## config.mk

```make
export PLATFORM = sky130hd
export DESIGN_NAME = decade_scan_top
export DESIGN_NICKNAME = d
export VERILOG_FILES = /design/src/rtl/scan_pkg.sv /design/src/rtl/scan_ring.sv /design/src/rtl/scan_ctrl.sv /design/src/rtl/scan_datapath.sv /design/src/rtl/decade_scan_top.sv
export SDC_FILE = /design/constraint.sdc
export NUM_CORES = 1
export LEC_CHECK = 0
export BUFFER_PORTS_ARGS = -buffer_cell sky130_fd_sc_hd__buf_4
export CAP_MARGIN = 10
export CORE_ASPECT_RATIO = 0.6
export CORE_UTILIZATION = 45
export CTS_BUF_LIST = sky130_fd_sc_hd__clkbuf_4
export DETAILED_ROUTE_END_ITERATION = 8
export PLACE_DENSITY = 0.76
export RECOVER_POWER = 25
export SYNTH_ARGS = -nofsm -noshare
export SYNTH_HDL_FRONTEND = slang
export SYNTH_SLANG_ARGS = --single-unit
```

## constraint.sdc

```tcl
create_clock -name clk -period 1.3 [get_ports clk]
set_input_delay 0 -clock clk [delete_from_list [all_inputs] [get_ports clk]]
set_output_delay 0 -clock clk [all_outputs]
set_load 0.1 [all_outputs]
```

## src/rtl/scan_pkg.sv

```systemverilog
package scan_pkg;
  // Strobes passed from the control to the datapath each cycle
  typedef struct packed {
    logic advance;  // close the current slot and step the rings
    logic capture;  // latch the current count as a pressed index
  } scanStrobe_t;
endpackage

```

## src/rtl/scan_ring.sv

```systemverilog
module scan_ring #(
  parameter int N = 10
) (
  input  logic         clk,
  input  logic         rst,
  input  logic         step,
  output logic [N-1:0] ring,
  output logic         atLast
);
  generate
    if (N == 1) begin : g_single
      always_ff @(posedge clk) ring <= 1'b1;
    end else begin : g_multi
      always_ff @(posedge clk) begin
        if (rst)       ring <= {{(N-1){1'b0}}, 1'b1};
        else if (step) ring <= {ring[N-2:0], ring[N-1]};
      end
    end
  endgenerate

  assign atLast = ring[N-1];

  // exactly one position active at all times
  assert_ring_onehot_R2: assert property (@(posedge clk) disable iff (rst)
    $countones(ring) == 1);
  // without a step the ring holds
  assert_ring_hold_R4: assert property (@(posedge clk) disable iff (rst)
    !step |=> $stable(ring));
endmodule

```

## src/rtl/scan_ctrl.sv

```systemverilog
module scan_ctrl
  import scan_pkg::*;
(
  input  logic        clk,
  input  logic        rst,
  input  logic        scanTick,
  input  logic        senseIn,
  output scanStrobe_t strobe
);
  // The tick cycle is the last cycle of a slot, so the drive has settled
  always_comb begin
    strobe.advance = scanTick;
    strobe.capture = scanTick & senseIn;
  end

  // a capture only happens at the close of a slot
  assert_capture_on_tick_R5: assert property (@(posedge clk) disable iff (rst)
    strobe.capture |-> strobe.advance);
endmodule

```

## src/rtl/scan_datapath.sv

```systemverilog
module scan_datapath
  import scan_pkg::*;
#(
  parameter int NUM_LINES = 10,
  parameter int NUM_BANKS = 10,
  localparam int TOTAL = NUM_LINES * NUM_BANKS,
  localparam int IDX_W = (TOTAL > 1) ? $clog2(TOTAL) : 1
) (
  input  logic                 clk,
  input  logic                 rst,
  input  scanStrobe_t          strobe,
  output logic [NUM_LINES-1:0] lineEn,
  output logic [NUM_BANKS-1:0] bankEn,
  output logic [IDX_W-1:0]     keyIndex,
  output logic                 keyValid
);
  logic             lineLast, bankLast, carry;
  logic [IDX_W-1:0] scanCount;

  assign carry = strobe.advance & lineLast;

  scan_ring #(.N(NUM_LINES)) u_lineRing (
    .clk(clk), .rst(rst), .step(strobe.advance), .ring(lineEn), .atLast(lineLast)
  );

  scan_ring #(.N(NUM_BANKS)) u_bankRing (
    .clk(clk), .rst(rst), .step(carry), .ring(bankEn), .atLast(bankLast)
  );

  always_ff @(posedge clk) begin
    if (rst) begin
      scanCount <= '0;
    end else if (strobe.advance) begin
      if (scanCount == IDX_W'(TOTAL - 1)) scanCount <= '0;
      else                                scanCount <= scanCount + 1'b1;
    end
  end

  always_ff @(posedge clk) begin
    if (rst) begin
      keyIndex <= '0;
      keyValid <= 1'b0;
    end else begin
      keyValid <= strobe.capture;
      if (strobe.capture) keyIndex <= scanCount;
    end
  end

  // Position of the active bit of each ring, for cross-checking the counter
  function automatic int onehotPos(input logic [31:0] vec);
    int p = 0;
    for (int i = 0; i < 32; i++) if (vec[i]) p = i;
    return p;
  endfunction

  // counter agrees with bank*lines + line
  assert_count_matches_rings_R5: assert property (@(posedge clk) disable iff (rst)
    int'(scanCount) == onehotPos(32'(bankEn)) * NUM_LINES + onehotPos(32'(lineEn)));
  // bank ring moves only on the carry out of the line ring
  assert_bank_on_carry_R3: assert property (@(posedge clk) disable iff (rst)
    !carry |=> $stable(bankEn));
  // last slot of the frame wraps to slot 0
  assert_frame_wrap_R8: assert property (@(posedge clk) disable iff (rst)
    (carry && bankLast) |=> (scanCount == '0));
  // strobe never lasts past a cycle without a capture
  assert_valid_pulse_R6: assert property (@(posedge clk) disable iff (rst)
    !strobe.capture |=> !keyValid);
  // reported index is the slot that was closing
  assert_capture_index_R5: assert property (@(posedge clk) disable iff (rst)
    strobe.capture |=> (keyValid && keyIndex == $past(scanCount)));
endmodule

```

## src/rtl/decade_scan_top.sv

```systemverilog
module decade_scan_top
  import scan_pkg::*;
#(
  parameter int NUM_LINES = 10,
  parameter int NUM_BANKS = 10,
  localparam int IDX_W = (NUM_LINES * NUM_BANKS > 1) ? $clog2(NUM_LINES * NUM_BANKS) : 1
) (
  input  logic                 clk,
  input  logic                 rst,
  input  logic                 scanTick,
  input  logic                 senseIn,
  output logic [NUM_LINES-1:0] lineEn,
  output logic [NUM_BANKS-1:0] bankEn,
  output logic [IDX_W-1:0]     keyIndex,
  output logic                 keyValid
);
  scanStrobe_t strobe;

  scan_ctrl u_ctrl (
    .clk(clk), .rst(rst), .scanTick(scanTick), .senseIn(senseIn), .strobe(strobe)
  );

  scan_datapath #(.NUM_LINES(NUM_LINES), .NUM_BANKS(NUM_BANKS)) u_datapath (
    .clk(clk), .rst(rst), .strobe(strobe),
    .lineEn(lineEn), .bankEn(bankEn), .keyIndex(keyIndex), .keyValid(keyValid)
  );
endmodule

```

# ---- Word-level counts from Yosys, hierarchy flattened
# Cells that the tools add are included.
dict set report totals {
  ff_bits 35
  inputBits 4
  wordCells 10
  out_inout_bits 28
}
dict set report classes {
  n_bitwise 2
  eq_ne 1
  mux 1
  addsub 1
}
# cell n
set ops {}
lappend ops {{$add 7x1->7 const B} 1}
lappend ops {{$eq 7x7->1 const B} 1}
lappend ops {{$mux 7} 1}
lappend ops {{$and 1x1->1} 2}

# ---- Longest topological paths before layout
dict set report logic_depth {
  ltp_word 2
  depth_mapped 5
  mapped_depth_nobuf 4
}

# ---- Hierarchy
# From an unflattened synthesis, not the netlist that was laid out.
dict set report hier_totals {
  hier_cells 127
  hier_area_um2 1331.3
}
# module cells_each area_per_inst_um2 instances seq_area_each_um2
set by_module_without_submodules {}
lappend by_module_without_submodules {scan_ring 33 362.8 2 200.2}
lappend by_module_without_submodules {scan_datapath 59 591.8 1 300.3}
lappend by_module_without_submodules {scan_ctrl 2 13.8 1 0.0}

# ---- Worst setup path before layout
# OpenSTA, ideal clock, no wires.
dict set report synth_timing {
  path_kind {reg-to-reg}
  startpoint {register u_datapath.u_lineRing.ring[0]}
  endpoint {register u_datapath.u_lineRing.ring[1]}
  synth_period_minus_slack_ns 1.270
  setup_slack_ns 0.030
  stages_incl_launch_ff 3
  t_required_ns 1.232
  path_buffers 0
  arrival_time_ns 1.203
  setup_ns 0.068
  path_cell_list {dfxtp_1 -> mux2i_1 -> nor2_1}
}
# element line_no
set synth_rtl {}
lappend synth_rtl {{start, declared} scan_ring.sv:7} ;# output logic [N-1:0] ring,
lappend synth_rtl {{start signal, assigned} scan_ring.sv:15} ;# if (rst) ring <= {{(N-1){1'b0}}, 1'b1};
lappend synth_rtl {{start signal, assigned} scan_ring.sv:16} ;# else if (step) ring <= {ring[N-2:0], ring[N-1]};

# ---- Final worst setup path
dict set report layout_timing {
  startpoint {input scanTick}
  endpoint {register u_datapath.keyIndex[5]}
}
dict set report layout_via {
  elab_chain_cells 1
}
# element line_no
set layout_lines {}
lappend layout_lines {{start, declared} decade_scan_top.sv:10} ;# input logic scanTick,
lappend layout_lines {{$and 1x1->1} scan_ctrl.sv:13} ;# strobe.capture = scanTick & senseIn;
lappend layout_lines {{end signal, assigned} scan_datapath.sv:45} ;# if (strobe.capture) keyIndex <= scanCount;
lappend layout_lines {{end, declared} scan_datapath.sv:14} ;# output logic [IDX_W-1:0] keyIndex,
# No other way between the ends.
# A chain may end at the register's enable or synchronous reset.

==> metrics <==
status=finished, final reports clean; pre-CTS setup slack=0.1134 ns; Hold Path Class=in -> reg; Crit Path Class=in -> reg; initial antenna violation count=0; die area=3202 sq um; Least-Margin Pin Slew=0.5386 ns; Cell Count, Final, Fillers Out=222; gr busiest metal=met2; syn_area_per_cell=8.917 sq um; fin. max-slew vios=0; final setup fails=0; Placed Cells incl. Taps=211; Post-Syn Area=1338 sq um; # clock sinks=35; clock share of power=36.9%; Mapped Cells=150; Buffers on Ports=31; Overall Global Routing Usage=17.37%; minimum clock period=1.216 ns; die width=72.39 um; setup TNS=0 ns; grt met2 use=27.29%; Pwr Density=1227 nW/um^2; drt drc=0; Final HPWL DP=1.819 mm; Clk Latency, worst-skew pair=0.34 ns; H-tree Lvls=2; Slew HR=64.25%; Sw Share=24.96%; largest net degree at the start of global routing=34; initial core utilization=50.23%; GPL Wtd Cong=0.8069; vias=1104; Sw Pwr=510.0 uW; drt pass-1 iters=6; Post-DRT Antenna Nets=0; final worst slack=0.08350 ns; skew final=0.01288 ns; Chip Height=44.23 um; CP Max Fanout=17; CTS clk-pin slew, worst paths=0.11 ns; Synth Register Bits=35; root buf cell=clkbuf_4; Tcrit/Tclk final=93.58%; met3 usage=8.656%; syn_nets=155; most frequent cells in the layout=33 x dfxtp_1, 31 x nand2_1, 28 x buf_4; share of layout cells above drive strength 1=24.18%; Clock Tree Buf Depth=2; WP data required=1.58 ns; Synth-to-Final Area Change=24.51%; DR vias/cell=4.973; combinational fraction of design power=9.0%; Leakage=0.6873 nW; Netlist cell types=26; crit start category=primary input; gr ovfl total=0; I/O pin count=32; commonest non-fill, non-tap cell in the layout=dfxtp_1; sequential power share=54.0%; number of global-route vias before repair=918; max cap viols=0; CTS tree=built; postcts setup bufs=0; initial DRC count=79; drt wl/cell=12.10 um; met1 Resource Use GR=20.86%; CP Data Arrival Time=1.50 ns; CORE AREA=2663 sq um; sequential share of the synthesized area=52.39%; final core utilization=62.55%; yosys warns=0; Routed WL=2.686 mm; Inserted Clock Buffers=5; worst vdd ir=0.0005462 V; standard-cell rows=14; fin nets=186; Final Hold Vio Count=0; internal power=1.533 mW; CP endpoint kind=flip-flop; n_diodes=0; global-route wire length before repair=4.071 mm; unrepaired setup endpoints after global routing=no; fmax=0.8220 GHz
-- worst max-delay path, stage by stage --
cell           delay [ns]
dlygate4sd3_1        0.52
buf_4                0.21
nand3_1              0.09
dlygate4sd3_1        0.56
a21oi_1              0.11
-- state kept, by name, summed over array words and instances (netlist names) --
register	cells
u_datapath.scanCount	7
u_datapath.keyValid	1
u_datapath.u_lineRing.ring	10
u_datapath.u_bankRing.ring	10
u_datapath.keyIndex	7
-- power groups by stage --
stage | Combinational (mW) | Sequential (mW) | Clock [mW]
final | 0.185 | 1.10 | 0.755
after detailed placement | 0.183 | 1.13 | 0
after floorplan | 0.0703 | 1.20 | 0
after global placement | 0.180 | 1.13 | 0
after CTS | 0.186 | 1.10 | 0.773
after global routing | 0.195 | 1.11 | 0.817
-- path summary, 6_finish.rpt --
check / from / endpoint / slack, ns / depth (start not counted)
min: rst / u_datapath.keyValid$_SDFF_PP0_ / 0.03 / 2
max: scanTick / u_datapath.keyIndex[5]$_SDFFE_PP0P_ / 0.08 / 5
max reg2reg: u_datapath.scanCount[5]$_SDFFE_PP0P_ / u_datapath.keyIndex[5]$_SDFFE_PP0P_ / 0.10 / 3
min reg2reg: u_datapath.keyIndex[4]$_SDFFE_PP0P_ / u_datapath.keyIndex[4]$_SDFFE_PP0P_ / 0.46 / 2
-- cell type report --
type	count	area, sq um
repair buffers	36	264.0
fillers	238	997.2
flip-flops and latches	35	703.2
well taps	40	50.05
clock buffers	5	37.54
inverters	1	3.754
clock inverters	3	38.79
multi-input cells	102	568.0
-- metal layers --
metal	up-vias	share of wire, %
li1	564	-
met1	511	47
met2	27	47
met3	2	5.4
met4	0	0.45
met5	-	0
-- metrics by stage --
stage	cell area (sq um)	total power, mW	hold WS [ns]
2_1_floorplan	1338	1.273	0.2963
3_3_place_gp	1568	1.306	0.3236
3_5_place_dp	1568	1.310	0.3296
4_1_cts	1664	2.061	0.003119
5_1_grt	1665	2.118	0.01899
6_report	1665	2.043	0.03240
-- timing repair --
action / in CTS / in global routing
hold endpoints to repair: 6 / 1
resized for setup: 0 / 3
hold buffers: 2 / 1
setup endpoints to repair: 0 / 2
-- kinds of logic (layout without fill, tap and decap cells) --
group | after synthesis | after routing | synth area share (%)
and+or+nand+nor | 67 | 67 | 23.57
DFF | 35 | 35 | 52.39
AOI/OAI and AO/OA | 21 | 21 | 8.327
buffers and inverters | 13 | 45 | 5.331
muxes | 10 | 10 | 7.484
xor gates and xnor gates | 3 | 3 | 1.965
adders and majority gates | 1 | 1 | 0.9353
-- cells in the mapped netlist --
cell type | instances | area [sq um]
dfxtp_1 | 35 | 700.7
nand2_1 | 31 | 116.4
a21oi_1 | 18 | 90.09
nor2_1 | 14 | 52.55
mux2i_1 | 10 | 100.1
nand3_1 | 9 | 45.04
clkbuf_1 | 5 | 18.77
buf_2 | 3 | 15.01
buf_4 | 3 | 22.52
and4_1 | 2 | 17.52
nand2b_1 | 2 | 12.51
nand4_1 | 2 | 12.51
nor3_1 | 2 | 10.01
xor2_1 | 2 | 17.52
a21o_1 | 1 | 7.510
and2_1 | 1 | 6.260
and4_4 | 1 | 11.26
buf_6 | 1 | 11.26
ha_1 | 1 | 12.51
inv_1 | 1 | 3.750
nand3b_1 | 1 | 7.510
nand4bb_1 | 1 | 11.26
nor4_2 | 1 | 12.51
o211ai_1 | 1 | 7.510
o22ai_1 | 1 | 6.260
xnor2_1 | 1 | 8.760
Power figures use the tool's default switching activity.
